===== src/rtl/ser8_pkg.sv =====
package ser8_pkg;
    typedef enum logic [1:0] {
        ST_IDLE = 2'b00,
        ST_WAIT = 2'b01,
        ST_XFER = 2'b10,
        ST_CONT = 2'b11
    } port_st_t;
endpackage


===== src/rtl/ser8_clkgen.sv =====
module ser8_clkgen #(
    parameter int DIV   = 8,
    parameter int SYNC  = 2,
    localparam int HALF = DIV / 2,
    localparam int HW   = (HALF > 1) ? $clog2(HALF) : 1
) (
    input  logic clk,
    input  logic rst_n,
    input  logic mode_int,
    input  logic gen_run,
    input  logic sck_in,
    output logic gen_sck,
    output logic fall,
    output logic rise
);
    // external path: synchronizer chain plus one history flop
    logic [SYNC:0] chain;
    genvar g;
    generate
        for (g = 0; g <= SYNC; g++) begin : g_sync
            if (g == 0) begin : g_first
                always_ff @(posedge clk or negedge rst_n) begin
                    if (!rst_n) chain[0] <= 1'b1;
                    else        chain[0] <= sck_in;
                end
            end else begin : g_rest
                always_ff @(posedge clk or negedge rst_n) begin
                    if (!rst_n) chain[g] <= 1'b1;
                    else        chain[g] <= chain[g-1];
                end
            end
        end
    endgenerate

    logic ext_fall, ext_rise;
    assign ext_fall = chain[SYNC] & ~chain[SYNC-1];
    assign ext_rise = ~chain[SYNC] & chain[SYNC-1];

    // internal path: half-period counter and clock level
    logic [HW-1:0] hc;
    logic          sck_q;
    logic          hc_end;
    assign hc_end = gen_run && (hc == HW'(HALF - 1));

    always_ff @(posedge clk or negedge rst_n) begin
        if (!rst_n) begin
            hc    <= '0;
            sck_q <= 1'b1;
        end else if (!gen_run) begin
            hc    <= '0;
            sck_q <= 1'b1;
        end else if (hc_end) begin
            hc    <= '0;
            sck_q <= ~sck_q;
        end else begin
            hc    <= hc + 1'b1;
        end
    end

    assign gen_sck = sck_q;
    assign fall    = mode_int ? (hc_end &&  sck_q) : ext_fall;
    assign rise    = mode_int ? (hc_end && !sck_q) : ext_rise;
endmodule


===== src/rtl/ser8_fsm.sv =====
module ser8_fsm
    import ser8_pkg::*;
#(
    parameter int DW  = 8,
    localparam int CW = $clog2(DW)
) (
    input  logic          clk,
    input  logic          rst_n,
    input  logic          mode_wr,
    input  logic          mode_int_in,
    input  logic          mode_cont_in,
    input  logic          start,
    input  logic          dat_wr,
    input  logic          fall,
    input  logic          rise,
    output port_st_t      st,
    output logic          mode_int,
    output logic          gen_run,
    output logic          shift_out,
    output logic          sample,
    output logic          load,
    output logic          done,
    output logic [CW-1:0] cnt
);
    port_st_t nx;
    logic     mode_cont;
    logic     armed;
    logic     last;
    logic     go_cont;
    logic     done_set;
    logic     finish;

    assign go_cont = mode_int && mode_cont;

    // state register
    always_ff @(posedge clk or negedge rst_n) begin
        if (!rst_n) st <= ST_IDLE;
        else        st <= nx;
    end

    // next state
    always_comb begin
        nx = st;
        if (mode_wr) begin
            nx = ST_IDLE;
        end else begin
            unique case (st)
                ST_IDLE: if (start) nx = ST_WAIT;
                ST_WAIT: if (fall)  nx = go_cont ? ST_CONT : ST_XFER;
                ST_XFER: if (start || (rise && last)) nx = ST_WAIT;
                ST_CONT: nx = ST_CONT;
            endcase
        end
    end

    // outputs
    always_comb begin
        shift_out = 1'b0;
        sample    = 1'b0;
        finish    = 1'b0;
        done_set  = 1'b0;
        load      = dat_wr && (st != ST_XFER);
        gen_run   = 1'b0;
        unique case (st)
            ST_IDLE: ;
            ST_WAIT: begin
                gen_run   = armed;
                shift_out = !mode_wr && fall && !go_cont;
            end
            ST_XFER: begin
                gen_run   = 1'b1;
                shift_out = !mode_wr && !start && fall;
                sample    = !mode_wr && !start && rise;
                finish    = sample && last;
                done_set  = mode_wr || start || finish;
            end
            ST_CONT: gen_run = 1'b1;
        endcase
    end

    // mode bits, bit counter, arm flag, completion pulse
    always_ff @(posedge clk or negedge rst_n) begin
        if (!rst_n) begin
            mode_int  <= 1'b0;
            mode_cont <= 1'b0;
            armed     <= 1'b0;
            last      <= 1'b0;
            cnt       <= '0;
            done      <= 1'b0;
        end else begin
            done <= done_set;
            if (mode_wr) begin
                mode_int  <= mode_int_in;
                mode_cont <= mode_cont_in;
                armed     <= 1'b0;
                last      <= 1'b0;
                cnt       <= '0;
            end else if (start && (st != ST_CONT)) begin
                armed <= 1'b1;
                last  <= 1'b0;
                cnt   <= '0;
            end else if (shift_out) begin
                cnt  <= cnt + 1'b1;
                last <= (cnt == CW'(DW - 1));
            end else if (finish) begin
                last  <= 1'b0;
                armed <= 1'b0;
            end
        end
    end
endmodule


===== src/rtl/ser8_shifter.sv =====
module ser8_shifter #(
    parameter int DW = 8
) (
    input  logic          clk,
    input  logic          rst_n,
    input  logic          load,
    input  logic [DW-1:0] dat_in,
    input  logic          shift_out,
    input  logic          sample,
    input  logic          sdi,
    output logic [DW-1:0] sr,
    output logic          sdo
);
    always_ff @(posedge clk or negedge rst_n) begin
        if (!rst_n) begin
            sr  <= '0;
            sdo <= 1'b1;
        end else begin
            if (sample)    sr  <= {sdi, sr[DW-1:1]};
            else if (load) sr  <= dat_in;
            if (shift_out) sdo <= sr[0];
        end
    end
endmodule


===== src/rtl/ser8_ctrl.sv =====
module ser8_ctrl
    import ser8_pkg::*;
#(
    parameter int DW   = 8,
    parameter int DIV  = 8,
    parameter int SYNC = 2
) (
    input  logic          clk,
    input  logic          rst_n,
    input  logic          mode_wr,
    input  logic          mode_int_in,
    input  logic          mode_cont_in,
    input  logic          start,
    input  logic          dat_wr,
    input  logic [DW-1:0] dat_in,
    output logic [DW-1:0] dat_out,
    output logic          done,
    output logic [1:0]    port_state,
    input  logic          sck_in,
    output logic          sck_out,
    output logic          sck_oe,
    output logic          sdo,
    input  logic          sdi
);
    localparam int CW = $clog2(DW);

    port_st_t      st;
    logic          mode_int, gen_run, gen_sck;
    logic          fall, rise;
    logic          do_shift, do_sample, do_load;
    logic [CW-1:0] bit_cnt;

    ser8_clkgen #(.DIV(DIV), .SYNC(SYNC)) u_clk (
        .clk      (clk),
        .rst_n    (rst_n),
        .mode_int (mode_int),
        .gen_run  (gen_run),
        .sck_in   (sck_in),
        .gen_sck  (gen_sck),
        .fall     (fall),
        .rise     (rise)
    );

    ser8_fsm #(.DW(DW)) u_fsm (
        .clk          (clk),
        .rst_n        (rst_n),
        .mode_wr      (mode_wr),
        .mode_int_in  (mode_int_in),
        .mode_cont_in (mode_cont_in),
        .start        (start),
        .dat_wr       (dat_wr),
        .fall         (fall),
        .rise         (rise),
        .st           (st),
        .mode_int     (mode_int),
        .gen_run      (gen_run),
        .shift_out    (do_shift),
        .sample       (do_sample),
        .load         (do_load),
        .done         (done),
        .cnt          (bit_cnt)
    );

    ser8_shifter #(.DW(DW)) u_sr (
        .clk       (clk),
        .rst_n     (rst_n),
        .load      (do_load),
        .dat_in    (dat_in),
        .shift_out (do_shift),
        .sample    (do_sample),
        .sdi       (sdi),
        .sr        (dat_out),
        .sdo       (sdo)
    );

    assign port_state = st;
    assign sck_oe     = mode_int;
    assign sck_out    = mode_int ? gen_sck : 1'b1;
endmodule


===== config.mk =====
export PLATFORM = sky130hd
export DESIGN_NAME = ser8_ctrl
export DESIGN_NICKNAME = d
export VERILOG_FILES = /design/src/rtl/ser8_pkg.sv /design/src/rtl/ser8_clkgen.sv /design/src/rtl/ser8_fsm.sv /design/src/rtl/ser8_shifter.sv /design/src/rtl/ser8_ctrl.sv
export SDC_FILE = /design/constraint.sdc
export NUM_CORES = 1
export LEC_CHECK = 0
export BUFFER_PORTS_ARGS = -buffer_cell sky130_fd_sc_hd__buf_4
export CAP_MARGIN = 20
export CELL_PAD_IN_SITES_DETAIL_PLACEMENT = 0
export CELL_PAD_IN_SITES_GLOBAL_PLACEMENT = 1
export CORE_ASPECT_RATIO = 2
export CORE_MARGIN = 5
export CORE_UTILIZATION = 40
export CTS_BUF_LIST = sky130_fd_sc_hd__clkbuf_16
export DETAILED_ROUTE_END_ITERATION = 10
export MAX_ROUTING_LAYER = met4
export PLACE_DENSITY = 0.74
export RECOVER_POWER = 50
export SLEW_MARGIN = 5
export SYNTH_ARGS = -nofsm -noshare
export SYNTH_HDL_FRONTEND = slang
export SYNTH_SLANG_ARGS = --single-unit

===== constraint.sdc =====
create_clock -name clk -period 2.6 [get_ports clk]
set_clock_uncertainty 0.05 [all_clocks]
set_input_delay 0.13 -clock clk [delete_from_list [all_inputs] [get_ports clk]]
set_output_delay 0.13 -clock clk [all_outputs]
set_load 0.01 [all_outputs]

After elaboration in Yosys (flattened, before gate mapping):

Index checks and enable logic that the tools add are counted.

* output and inout port bits: 14
* bits of input ports: 17
* bits in latches: 0
* register bits after elaboration: 25
* memories: 0
* word-level logic and storage cells: 91
* bits in writable memories: 0
* bits in read-only memories: 0

* add/subtract/negate cells: 2
* shift operators: 0
* equal/unequal tests: 12
* $mul: 0
* reduce and logical (&&, ||, !) cells: 28
* magnitude comparators: 0
* div/mod/pow operators: 0
* multiplexer cells: 30
* bitwise gates (word level): 5

Operators by type and width (number)
* two-way mux 1 bit: 16
* two-way mux 8 bit: 2
* logical AND 1 bit: 13
* two-way mux 2 bit: 6
* two-way mux 3 bit: 3
* != test 3 x 2 -> 1 bit (second input constant): 3
* one-hot mux 2 bit (4 select lines): 1
* == test 2 bit (second input constant): 3
* != test 2 bit (second input constant): 3
* nonzero test 3 bit: 2
* zero test 1 bit: 4
* one-hot mux 1 bit (2 select lines): 2
* nonzero test 4 bit: 1
* adder 3 x 1 -> 3 bit (second input constant): 1
* == test 3 bit (second input constant): 1
* logical OR 1 bit: 3
* != test 3 bit (second input constant): 1
* NOT 1 bit: 3
* AND reduction 3 bit: 1
* adder 2 x 1 -> 2 bit (second input constant): 1
* AND 1 bit: 2
* == test 2 x 1 -> 1 bit (second input constant): 1
* zero test 2 bit: 1
* AND reduction 2 bit: 1
* other kinds (2): 2

Logic depth before layout (Yosys ltp):

* depth after elaboration: 13
* depth in mapped cells: 8
* gate-level depth less buffers: 7

Hierarchy:

From an unflattened synthesis, not the netlist that was laid out.

* cells, all modules: 111
* area, all modules: 1213.7 µm²

Modules (own cells, without submodules)
* ser8_fsm: cells each 57, times used 1, area each 565.5 µm², seq. area each 250.2 µm²
* ser8_shifter: cells each 36, times used 1, area each 410.4 µm², seq. area each 226.5 µm²
* ser8_clkgen: cells each 17, times used 1, area each 231.5 µm², seq. area each 155.1 µm²
* ser8_ctrl: cells each 1, times used 1, area each 6.3 µm², seq. area each 0.0 µm²

Worst setup path before layout:

No wires, ideal clock.

* kind: register -> register
* from: register u_fsm.st[1]
* to: register u_sr.sdo
* setup slack: 0.440 ns
* cell stages (with the launch flop): 7
* data arrival time: 2.027 ns
* clock period less this slack: 2.160 ns
* required time: 2.468 ns
* setup time: 0.082 ns
* buffers on the path: 0
* cells stage by stage: dfrtp_1 inv_1 ha_1 a211oi_2 o31a_1 nor4b_4 mux2_2

* word-level cells in the longest chain between the ends: 9
* elaborated cells on any way between the ends: 12
* classes of those cells: 3 x eq/ne; 3 x mux; 6 x reduce/logical

Ends and longest elaborated chain
* start, declared: RTL line ser8_fsm.sv:16 `output port_st_t st,`
* start signal, assigned: RTL line ser8_fsm.sv:38 `else st <= nx;`
* == test 2 bit: RTL line ser8_fsm.sv:64 `unique case (st)`
* OR reduction 2 bit (no source line)
* one-hot mux 1 bit (2 select lines): RTL line ser8_fsm.sv:64
* logical AND 1 bit: RTL line ser8_clkgen.sv:43 `assign hc_end = gen_run && (hc == HW'(HALF - 1));`
* logical AND 1 bit: RTL line ser8_clkgen.sv:61 `assign fall = mode_int ? (hc_end && sck_q) : ext_fall;`
* two-way mux 1 bit: RTL line ser8_clkgen.sv:61
* logical AND 1 bit (2 in a row): RTL line ser8_fsm.sv:68 `shift_out = !mode_wr && fall && !go_cont;`
* one-hot mux 1 bit (2 select lines) (*): RTL line ser8_fsm.sv:64
* end signal, assigned: RTL line ser8_shifter.sv:21 `if (shift_out) sdo <= sr[0];`
* end, declared: RTL line ser8_shifter.sv:12 `output logic sdo`

Mark *: on every way between the ends. The rest lies on a longest branch, timed or not.
A chain may end at the register's enable or synchronous reset.

Worst setup path after layout:

* from: register u_fsm.st[1]
* to: register u_sr.sr[7]

* word-level cells in the longest chain between the ends: 9
* elaborated cells on any way between the ends: 14
* classes of those cells: 4 x eq/ne; 4 x mux; 6 x reduce/logical

Ends and longest elaborated chain
* == test 2 bit: RTL line ser8_fsm.sv:64
* OR reduction 2 bit (no source line)
* one-hot mux 1 bit (2 select lines): RTL line ser8_fsm.sv:64
* logical AND 1 bit: RTL line ser8_clkgen.sv:43
* logical AND 1 bit: RTL line ser8_clkgen.sv:62 `assign rise = mode_int ? (hc_end && !sck_q) : ext_rise;`
* two-way mux 1 bit: RTL line ser8_clkgen.sv:62
* logical AND 1 bit: RTL line ser8_fsm.sv:73 `sample = !mode_wr && !start && rise;`
* two-way mux 1 bit: RTL line ser8_fsm.sv:64
* two-way mux 8 bit / nonzero test 2 bit (equally long branches)
* end signal, assigned: RTL line ser8_shifter.sv:19 `if (sample) sr <= {sdi, sr[DW-1:1]};`
* end signal, assigned: RTL line ser8_shifter.sv:20 `else if (load) sr <= dat_in;`
* end, declared: RTL line ser8_shifter.sv:11 `output logic [DW-1:0] sr,`

Parallel ways exist; a longest one is shown, timed or not.

==> results.md <==
* Hold Startpoint: mode_int_in
* Drt first-iter violations at 5
* Worst setup startpoint: u_fsm.st[1]
* Placed cells at 162
* Routed wire length at 2.648 mm
* Min Clock Period, post-route at 2314 ps
* TritonCTS clock tree: done
* CP endpoint kind: flop
* I/O pin total at 31
* Run status: completed
* Fin area at 1574 sq um
* Syn avg cell area at 11.75 sq um
* Clock Tree Buf Depth at 2
* Syn Nets at 130
* Startpoint types: flop
* Crit path DAT at 2410 ps
* Synth warn at 0
* Vias per cell at 5.399
* Worst hold slack at 61.30 ps
* Max Clock Freq at 432.2 MHz
* Layout cells sized above 1 at 32.61%
* TritonRoute pass-1 iters at 3
* H-tree depth at 1
* # Max-Cap Violations at 0
* Gpl congestion at 0.8887
* Worst-path clk slew at 60 ps
* Crit path max-delay cell type: nor2b_2
* Hold violation count in the final report at 0
* Max-slew headroom at 12.60%
* Syn Inst Count at 105
* Power Density at 822.1 nW/um^2
* Setup TNS at 0 ps
* Hold Crit Class: input port to flop
* Starting Density at 41.43%
* Core Rows at 28
* PortBufs at 30
* Crit path max fanout at 11
* Reg-to-Reg Start: u_fsm.st[1]
* Die Area at 4362 sq um
* Final Net Count at 164
* Number of antenna violations at the first check in global routing at 0
* Clock buffer count from CTS at 3
* Synth cell types at 31
* Final Cycle Share at 88.99%
* Register area share after synthesis at 51.22%
* Skew-Pair Late Insertion Delay at 250 ps
* CP Cell Sequence: inv_1 > ha_1 > a211oi_2 > o31ai_1 > nor2b_2 > nor2_2 > a21o_1
* Largest net degree at the start of global routing at 26
* Vias in the first global route at 1027
* Data required, critical path at 2700 ps
* Static leakage at 0.0007721 uW
* Most frequent cells in the layout: 26 x buf_4, 20 x dfrtp_1, 8 x a22o_1, 8 x a21o_1, 8 x ha_1
* Post-route ant nets at 0
* Post-CTS Setup Inserts at 0
* Vias at 907
* Tightest Pin Transition at 1311 ps
* Yosys reg bits at 25
* Number of max-slew violations in the final report at 0
* Congestion Overflow GR at 0
* Most common cell after layout, fill and taps aside: buf_4
* ANT cells at 0
* DIE WIDTH at 49.27 um
* Global router's overall resource usage at 13.99%
* RSZ-0062 raised after global routing: false
* Area grow syn2layout at 27.59%
* R2r setup slk at 290 ps
* Die Y at 88.54 um
* Max VDD drop at 0.4948 mV
* Root Buffer: clkbuf_16
* Core box area at 2978 sq um
* Post-DP HPWL at 2.170 mm
* First-pass GRT wire length at 4.616 mm
* Final std cells w/o fill at 168
* DR WL/cell at 15.76 um
* # DRC at 0
* Finish-stage setup viols at 0
* Sink Count at 25
* Critical Path Max Stage Delay at 460 ps
* Crit path kind: flop to flop
* Synthesized cell area at 1234 sq um
* Post-Place Cell Area at 1484 sq um
routing by layer:
metal	global-route usage [%]	wire length, um	vias up
li1	-	-	444
met1	14.64	1013	429
met2	24.68	1455	30
met3	2.530	134	4
met4	6.863	45	0
met5	-	0	-
critical path: cells and delay by family (launching register included):
family | cells | cell delay [ps]
simple gates | 2 | 630
compound gates | 3 | 710
flops | 1 | 420
fa+ha+maj | 1 | 280
buf+inv | 1 | 120
repair_timing:
item | 4_1_cts | 5_1_grt
endpoints found under the setup margin | 0 | 9
hold buffers | 2 | 0
hold endpoints to repair | 21 | 0
resized for setup | 0 | 1
cell type report:
type	count	area (sq um)
timing repair buffer	32	234.0
multi-input combinational	74	580.6
sequential	25	631.9
tap	30	37.54
inverter	3	11.26
clock inverter	1	3.754
clock buffer	3	75.07
fill	273	1404
kinds of logic after synthesis:
| group | count (synthesis) | share of synthesized area, % |
|---|---|---|
| AO/OA/AOI/OAI | 30 | 19.07 |
| AND/OR/NAND/NOR | 29 | 13.90 |
| flip-flops | 25 | 51.22 |
| adder cells (fa/ha/maj) | 8 | 8.114 |
| buffers and inverters | 6 | 1.927 |
| multiplexers | 5 | 4.361 |
| XOR/XNOR | 2 | 1.420 |
cells in the mapped netlist:
master | instances | area, sq um
dfstp_2 | 5 | 131.4
or3b_2 | 3 | 26.28
a21boi_0 | 1 | 7.510
nor2_1 | 7 | 26.28
a221oi_1 | 1 | 8.760
nand2_1 | 7 | 26.28
buf_2 | 1 | 5.000
nor2b_1 | 4 | 25.02
a221o_1 | 1 | 10.01
o22a_1 | 1 | 8.760
o31a_1 | 1 | 8.760
a31oi_1 | 1 | 6.260
o31ai_1 | 1 | 7.510
mux2i_1 | 2 | 20.02
dfrtp_1 | 20 | 500.5
or2_2 | 1 | 6.260
a21o_1 | 8 | 60.06
nor4b_4 | 1 | 23.77
and2_1 | 1 | 6.260
a211oi_2 | 1 | 12.51
nand2b_1 | 3 | 18.77
inv_1 | 3 | 11.26
xnor2_1 | 2 | 17.52
ha_1 | 8 | 100.1
a211oi_1 | 2 | 15.01
a22o_1 | 8 | 70.07
clkbuf_1 | 2 | 7.510
a21oi_1 | 4 | 20.02
mux2_2 | 3 | 33.78
nor2_2 | 1 | 6.260
nor4_1 | 1 | 6.260
flip-flops by register name (all words and copies together), names as in the netlist:
register         count
u_clk.chain          3
u_fsm.done           1
u_fsm.armed          1
u_fsm.st             2
u_fsm.cnt            3
u_clk.hc             2
u_fsm.mode_int       1
u_clk.gen_sck        1
u_fsm.mode_cont      1
u_sr.sdo             1
u_sr.sr              8
u_fsm.last           1
metrics by stage:
step / utilization [%] / total power, uW / setup slack (ps)
after floorplan: - / 787.6 / 440.4
after global placement: 49.83 / 973.7 / 90.42
after detailed placement: 49.83 / 986.3 / 40.47
after CTS: 53.15 / 1328 / 14.03
after global routing: 52.86 / 1387 / 34.32
final: 52.86 / 1294 / 286.3
path summary, 6_finish.rpt:
| check | to | depth (start not counted) |
|---|---|---|
| min reg2reg | u_clk.chain[1] | 0 |
| max | u_sr.sr[7] | 7 |
| max in group asynchronous | u_fsm.st[1] | 2 |
| max reg2reg | u_sr.sr[7] | 7 |
| min in group asynchronous | u_fsm.mode_int | 2 |
| min | u_fsm.mode_int | 2 |
report_power, final:
| group | internal (uW) | total (uW) | switching, uW |
|---|---|---|---|
| Clock | 205 | 332 | 126 |
| Sequential | 472 | 538 | 66.0 |
| Combinational | 212 | 424 | 212 |
| Total | 890 | 1290 | 404 |
(Power assumes the default switching activity.)
